## src/rtl/xlate_pkg.sv

```systemverilog
package xlate_pkg;
    localparam int VA_BITS   = 48;
    localparam int FULL_BITS = 64;
    localparam int PA_BITS   = 52;
    localparam int OFF_BITS  = 12;
    localparam int IDX_BITS  = 9;
    localparam int NUM_LVLS  = 4;
    localparam int PTE_BITS  = 64;
    localparam int PRESENT_POS = 0;
    localparam int LEAF_POS    = 7;

    typedef enum logic [1:0] {
        PG_4K = 2'd0,
        PG_2M = 2'd1,
        PG_1G = 2'd2
    } pg_size_e;

    typedef enum logic [1:0] {
        ST_IDLE  = 2'd0,
        ST_ISSUE = 2'd1,
        ST_WAIT  = 2'd2,
        ST_DONE  = 2'd3
    } walk_st_e;
endpackage

```

## src/rtl/xlate_canon.sv

```systemverilog
// Sign-extension check of the upper virtual address bits.
module xlate_canon #(
    parameter int VA_W   = 48,
    parameter int FULL_W = 64
) (
    input  logic [FULL_W-1:0] va,
    output logic              ok
);
    localparam int TOP_W = FULL_W - VA_W + 1;

    logic [TOP_W-1:0] top_bits;

    assign top_bits = va[FULL_W-1:VA_W-1];
    assign ok       = (&top_bits) | ~(|top_bits);

    logic unused_low;
    assign unused_low = ^va[VA_W-2:0];
endmodule

```

## src/rtl/xlate_pte_decode.sv

```systemverilog
// Classifies a returned entry: fault, stop (leaf reached) or descend.
module xlate_pte_decode #(
    parameter int LEVELS = 4,
    parameter int LVL_W  = 2
) (
    input  logic             present,
    input  logic             leaf,
    input  logic [LVL_W-1:0] lvl,
    output logic             fault,
    output logic             stop
);
    always_comb begin
        fault = 1'b0;
        stop  = 1'b0;
        if (!present) begin
            fault = 1'b1;
            stop  = 1'b1;
        end else if (lvl == '0) begin
            stop = 1'b1;
        end else if (leaf) begin
            stop  = 1'b1;
            fault = (lvl == LVL_W'(LEVELS - 1));
        end
    end
endmodule

```

## src/rtl/xlate_entry_addr.sv

```systemverilog
// Byte address of the entry selected by the current level's index field.
module xlate_entry_addr #(
    parameter int VA_W   = 48,
    parameter int PA_W   = 52,
    parameter int OFF_W  = 12,
    parameter int IDX_W  = 9,
    parameter int LEVELS = 4,
    parameter int LVL_W  = 2
) (
    input  logic [PA_W-OFF_W-1:0] base,
    input  logic [VA_W-1:0]       va,
    input  logic [LVL_W-1:0]      lvl,
    output logic [PA_W-1:0]       addr
);
    localparam int ENT_SH = OFF_W - IDX_W;

    logic [IDX_W-1:0] idx [LEVELS];

    for (genvar k = 0; k < LEVELS; k++) begin : g_idx
        assign idx[k] = va[OFF_W + IDX_W*k +: IDX_W];
    end

    assign addr = {base, idx[lvl], {ENT_SH{1'b0}}};

    logic unused_off;
    assign unused_off = ^va[OFF_W-1:0];
endmodule

```

## src/rtl/xlate_leaf_addr.sv

```systemverilog
// Physical address for a leaf at each level: entry frame bits over VA offset bits.
module xlate_leaf_addr #(
    parameter int VA_W   = 48,
    parameter int PA_W   = 52,
    parameter int OFF_W  = 12,
    parameter int IDX_W  = 9,
    parameter int LEVELS = 4,
    parameter int LVL_W  = 2,
    parameter int PTE_W  = 64
) (
    input  logic [PTE_W-1:0] pte,
    input  logic [VA_W-1:0]  va,
    input  logic [LVL_W-1:0] lvl,
    output logic [PA_W-1:0]  pa
);
    localparam int TOP_LOW = OFF_W + IDX_W*(LEVELS-1);

    logic [PA_W-1:0] cand [LEVELS];

    for (genvar k = 0; k < LEVELS; k++) begin : g_lvl
        localparam int LOW = OFF_W + IDX_W*k;
        assign cand[k] = {pte[PA_W-1:LOW], va[LOW-1:0]};
    end

    assign pa = cand[lvl];

    logic unused_bits;
    assign unused_bits = ^{pte[PTE_W-1:PA_W], pte[OFF_W-1:0], va[VA_W-1:TOP_LOW]};
endmodule

```

## src/rtl/xlate_walker.sv

```systemverilog
module xlate_walker
    import xlate_pkg::*;
#(
    parameter int VA_W   = VA_BITS,
    parameter int FULL_W = FULL_BITS,
    parameter int PA_W   = PA_BITS,
    parameter int OFF_W  = OFF_BITS,
    parameter int IDX_W  = IDX_BITS,
    parameter int LEVELS = NUM_LVLS,
    parameter int PTE_W  = PTE_BITS
) (
    input  logic              clk,
    input  logic              rst_n,
    input  logic [PA_W-1:0]   root_base,
    input  logic              req_valid,
    output logic              req_ready,
    input  logic [FULL_W-1:0] req_va,
    output logic              rsp_valid,
    output logic [PA_W-1:0]   rsp_pa,
    output logic              rsp_fault,
    output logic [1:0]        rsp_size,
    output logic              mem_req_valid,
    input  logic              mem_req_ready,
    output logic [PA_W-1:0]   mem_req_addr,
    input  logic              mem_rsp_valid,
    input  logic [PTE_W-1:0]  mem_rsp_data
);
    localparam int LVL_W  = $clog2(LEVELS);
    localparam int BASE_W = PA_W - OFF_W;

    walk_st_e           st_q, st_d;
    logic [VA_W-1:0]    va_q;
    logic [BASE_W-1:0]  base_q;
    logic [LVL_W-1:0]   lvl_q;
    logic [PA_W-1:0]    pa_q;
    logic               fault_q;
    pg_size_e           size_q;

    logic               canon_ok;
    logic               pte_fault, pte_stop;
    logic [PA_W-1:0]    leaf_pa, entry_addr;
    logic               req_fire, rsp_fire;

    assign req_fire = (st_q == ST_IDLE) && req_valid;
    assign rsp_fire = (st_q == ST_WAIT) && mem_rsp_valid;

    xlate_canon #(.VA_W(VA_W), .FULL_W(FULL_W)) u_canon (
        .va (req_va),
        .ok (canon_ok)
    );

    xlate_pte_decode #(.LEVELS(LEVELS), .LVL_W(LVL_W)) u_dec (
        .present (mem_rsp_data[PRESENT_POS]),
        .leaf    (mem_rsp_data[LEAF_POS]),
        .lvl     (lvl_q),
        .fault   (pte_fault),
        .stop    (pte_stop)
    );

    xlate_entry_addr #(
        .VA_W(VA_W), .PA_W(PA_W), .OFF_W(OFF_W), .IDX_W(IDX_W),
        .LEVELS(LEVELS), .LVL_W(LVL_W)
    ) u_eaddr (
        .base (base_q),
        .va   (va_q),
        .lvl  (lvl_q),
        .addr (entry_addr)
    );

    xlate_leaf_addr #(
        .VA_W(VA_W), .PA_W(PA_W), .OFF_W(OFF_W), .IDX_W(IDX_W),
        .LEVELS(LEVELS), .LVL_W(LVL_W), .PTE_W(PTE_W)
    ) u_laddr (
        .pte (mem_rsp_data),
        .va  (va_q),
        .lvl (lvl_q),
        .pa  (leaf_pa)
    );

    // State register
    always_ff @(posedge clk or negedge rst_n) begin
        if (!rst_n) st_q <= ST_IDLE;
        else        st_q <= st_d;
    end

    // Next-state logic
    always_comb begin
        st_d = st_q;
        unique case (st_q)
            ST_IDLE:  if (req_valid)     st_d = canon_ok ? ST_ISSUE : ST_DONE;
            ST_ISSUE: if (mem_req_ready) st_d = ST_WAIT;
            ST_WAIT:  if (mem_rsp_valid) st_d = pte_stop ? ST_DONE : ST_ISSUE;
            ST_DONE:                     st_d = ST_IDLE;
            default:                     st_d = ST_IDLE;
        endcase
    end

    // Walk datapath
    always_ff @(posedge clk or negedge rst_n) begin
        if (!rst_n) begin
            va_q    <= '0;
            base_q  <= '0;
            lvl_q   <= '0;
            pa_q    <= '0;
            fault_q <= 1'b0;
            size_q  <= PG_4K;
        end else if (req_fire) begin
            va_q    <= req_va[VA_W-1:0];
            base_q  <= root_base[PA_W-1:OFF_W];
            lvl_q   <= LVL_W'(LEVELS - 1);
            pa_q    <= '0;
            fault_q <= !canon_ok;
            size_q  <= PG_4K;
        end else if (rsp_fire) begin
            if (pte_stop) begin
                fault_q <= pte_fault;
                pa_q    <= pte_fault ? '0 : leaf_pa;
                size_q  <= pte_fault ? PG_4K : pg_size_e'(lvl_q);
            end else begin
                base_q <= mem_rsp_data[PA_W-1:OFF_W];
                lvl_q  <= lvl_q - LVL_W'(1);
            end
        end
    end

    // Outputs
    always_comb begin
        req_ready     = (st_q == ST_IDLE);
        mem_req_valid = (st_q == ST_ISSUE);
        rsp_valid     = (st_q == ST_DONE);
        mem_req_addr  = entry_addr;
        rsp_pa        = pa_q;
        rsp_fault     = fault_q;
        rsp_size      = size_q;
    end
endmodule

```

## config.mk

```make
export PLATFORM = sky130hd
export DESIGN_NAME = xlate_walker
export DESIGN_NICKNAME = d
export VERILOG_FILES = /design/src/rtl/xlate_pkg.sv /design/src/rtl/xlate_canon.sv /design/src/rtl/xlate_pte_decode.sv /design/src/rtl/xlate_entry_addr.sv /design/src/rtl/xlate_leaf_addr.sv /design/src/rtl/xlate_walker.sv
export SDC_FILE = /design/constraint.sdc
export NUM_CORES = 1
export LEC_CHECK = 0
export ABC_AREA = 1
export BUFFER_PORTS_ARGS = -buffer_cell sky130_fd_sc_hd__buf_2
export CORE_MARGIN = 5
export CORE_UTILIZATION = 49
export CTS_BUF_LIST = sky130_fd_sc_hd__clkbuf_4
export CTS_CLUSTER_DIAMETER = 50
export DETAILED_ROUTE_END_ITERATION = 8
export MAX_ROUTING_LAYER = met4
export PLACE_DENSITY = 0.84
export SYNTH_ARGS = -nofsm -noshare
export SYNTH_HDL_FRONTEND = slang
export SYNTH_SLANG_ARGS = --single-unit
```

## constraint.sdc

```tcl
create_clock -name clk -period 2.67 [get_ports clk]
set_input_delay 0.4005 -clock clk [delete_from_list [all_inputs] [get_ports clk]]
set_output_delay 0.4005 -clock clk [all_outputs]
set_load 0.01 [all_outputs]
```

==> impl_metrics.tcl <==
set metrics [dict create \
    fillers 1099 \
    cp_max_fo 19 \
    synthFlopType "dfrtp_1" \
    yosysUniqueCellTypes 29 \
    dp_cells 1203 \
    crit_cells 5 \
    detail_route.wl_per_cell_um 16.9 \
    period_needed_ns 2.15 \
    routed_via_density 5.28 \
    fin_crit_sh 0.805 \
    ys_async_sr_fraction 1.00 \
    yosys_warnings 0 \
    clockRootBuffer "clkbuf_4" \
    swShare 0.427 \
    clk_path_buf_depth 2 \
    crit_buf_inv 3 \
    combPwrFrac 0.444 \
    slew_headroom 0.325 \
    synth_area_um2 6730 \
    worstPathRequired_ns 2.27 \
    syn_avg_cell_area_um2 8.34 \
    ys_seq_area_frac 0.546 \
    fin_cells 1289 \
    drtAntennaViolNets 0 \
    fin_nets 1285 \
    grt_setup_unrepaired "no" \
    cpPeakStageDelay_ns 0.40 \
    end_kind "output port" \
    slew_violations 0 \
    die_y_um 127 \
    synthTopCellsByCount "342 x nand2_1, 147 x dfrtp_1, 108 x nand3_1" \
    p_int_w 0.00541 \
    insertion_delay_ns 0.56 \
    antenna_found_initial 1 \
    outcome "finished, final reports clean" \
    grt_pass1_wl_mm 34.1 \
    synthAdderAreaFrac 0.00372 \
    worstPathCellList "inv_1 -> buf_4 -> o21ai_0 -> o22ai_1 -> buf_2" \
    wirelength_mm 21.8 \
    setup_viol 0 \
    fmax_mhz 465 \
    tightest_slew_ns 1.01 \
    dr.pass1.iters 5 \
    layout.area.seq_um2 3680 \
    grtUsageTotal 0.276 \
    reg2reg_depth 8 \
    rr_endpoint "rsp_pa[33]" \
    synthMuxAreaShare 0.0268 \
    hold_viol 0 \
    cts_inserted_buffers 17 \
    grt_max_degree 97 \
    setup.worst_path.class "reg2out" \
    port_buffers 257 \
    syn2layout_area_growth_pct 32.3 \
    hold_end "base_q[32]" \
    crit_path_start_kind "register" \
    gp_congestion 0.886 \
    drive_gt1_frac 0.280 \
    min_path_cells 3 \
    core-area_um2 13300 \
    p_per_area_nw_per_um2 1060 \
    synth_top_area_share 0.546 \
    die_area_um2 16200 \
    slowest_stage "dfrtp_1" \
    htree_levels 4 \
    synth_cells 807 \
    final.setup.tns_ns 0 \
    p_sw_w 0.00403 \
    die-width_um 127 \
    clockPowerShare 0.152 \
    hp-start "root_base[44]" \
    drt_iter0_markers 609 \
    cp_top_family "buffers and inverters" \
    rr_startpoint "lvl_q[1]" \
    grt_pass1_vias 6633 \
    yosysMostFrequentCell "nand2_1" \
    synth_top_family_by_area "simple AND/OR/NAND/NOR gates" \
    hp-class "in2reg" \
    cts_tree "built" \
    post-dp-hpwl_mm 15.0 \
    synth_edf_count 0 \
    synth_xor_area_frac 0 \
    synth_seq_cells 147 \
    rows 42 \
    ir_worst_vdd_mv 0.562 \
    synth_simple_gate_area_share 0.320 \
    leakage_nw 4.92 \
    yosys.area.top_type "dfrtp_1" \
    hold_slack_ns 0.0569 \
    report.power.total_w 0.00943 \
    synth_compound_area_frac 0.0507 \
    route.vias.total 6800 \
    p_seq_frac 0.404 \
    skew_ns 0.0241 \
    cts_sinks 147 \
    io_pins 295 \
    r2r_slack_ns 0.60 \
    start_util 0.504 \
    max-cap-violations 0 \
    multiInputGateArea_um2 2720 \
    drc 0 \
    cp.arrival_ns 1.75 \
    synth.area.top_cells "dfrtp_1 55%, nand2_1 19%, nand3_1 8.0%" \
    clk_pin_slew_worst_paths_ns 0.12 \
    grt_overflow 0 \
]
power by group through the flow:
stage	combinational (W)	sequential (W)	clock, W
finish	0.00419	0.00381	0.00143
CTS	0.00421	0.00379	0.00147
global placement	0.00402	0.00380	0
detailed placement	0.00414	0.00382	0
global route	0.00465	0.00392	0.00156
floorplan	0.00235	0.00397	0
what timing repair did:
| item | 4_1_cts | 5_1_grt |
|---|---|---|
| gates resized for setup | 0 | 0 |
| setup buffers | 0 | 0 |
| hold buffers | 52 | 0 |
| endpoints found under the hold margin | 120 | 0 |
metal layers:
layer	track usage	routed length (µm)	vias up
met5	-	0	-
met2	0.436	10500	346
li1	-	-	3191
met4	0.115	799	0
met3	0.0547	1790	63
met1	0.350	8680	3200
how the worst max path moves through the flow:
stage                         from               end
after floorplan           lvl_q[1]        rsp_pa[10]
after global placement    lvl_q[1]        rsp_pa[34]
after detailed placement  lvl_q[1]        rsp_pa[33]
after CTS                 lvl_q[1]  mem_req_addr[10]
after global routing      lvl_q[1]   mem_req_addr[7]
final                     lvl_q[1]   mem_req_addr[9]
worst register-to-register path: cells and delay by family (launching register included):
kind            cells  cell delay, ns
buf+inv             2            0.43
simple gates        3            0.64
fa+ha+maj           1            0.19
flops               1            0.37
compound gates      2            0.31
stage by stage:
stage	worst slack [ns]	utilization	area (µm²)
after global routing	0.413	0.667	8910
final	0.520	0.667	8910
after detailed placement	0.609	0.607	8100
after floorplan	0.608	-	6740
after global placement	0.711	0.607	8100
after CTS	0.471	0.667	8900
flip-flops by register name (all words and copies together) (netlist names):
signal,flops
rsp_pa,52
base_q,40
st_q,2
lvl_q,2
rsp_size,2
va_q,48
rsp_fault,1
placed cells by master (no fill, tap or decap), drive strengths merged:
master / netlist / routed
o22ai: 9 / 9
nor2: 56 / 56
ha: 2 / 2
nand3b: 1 / 1
dfrtp: 147 / 147
inv: 9 / 8
conb: 1 / 3
or2: 2 / 2
o21ai: 41 / 41
clkbuf: 15 / 19
nand2: 343 / 343
a21oi: 4 / 4
bufinv: 0 / 3
dlygate4sd3: 0 / 52
clkinvlp: 0 / 2
diode: 0 / 2
o2111ai: 6 / 6
clkinv: 0 / 9
nand4: 2 / 2
buf: 40 / 273
nor3: 1 / 1
mux2i: 18 / 18
o211ai: 1 / 1
nand3: 109 / 109
area by class of cell:
type,instances,area share
Sequential cell,147,0.413
Multi-Input combinational cell,598,0.305
Timing Repair Buffer,325,0.221
Tap cell,176,0.0247
Clock buffer,19,0.0160
Clock inverter,13,0.0159
Inverter,9,0.00393
Antenna cell,2,0.000562
cells by family (layout without fill, tap and decap cells):
kind of cell               count (synthesis)  after routing
DFF                                      147            147
adders and majority gates                  2              2
AOI/OAI and AO/OA                         61             61
muxes                                     18             18
and+or+nand+nor                          514            514
other                                      1              5
buffers and inverters                     64            366
(Power assumes the default switching activity.)
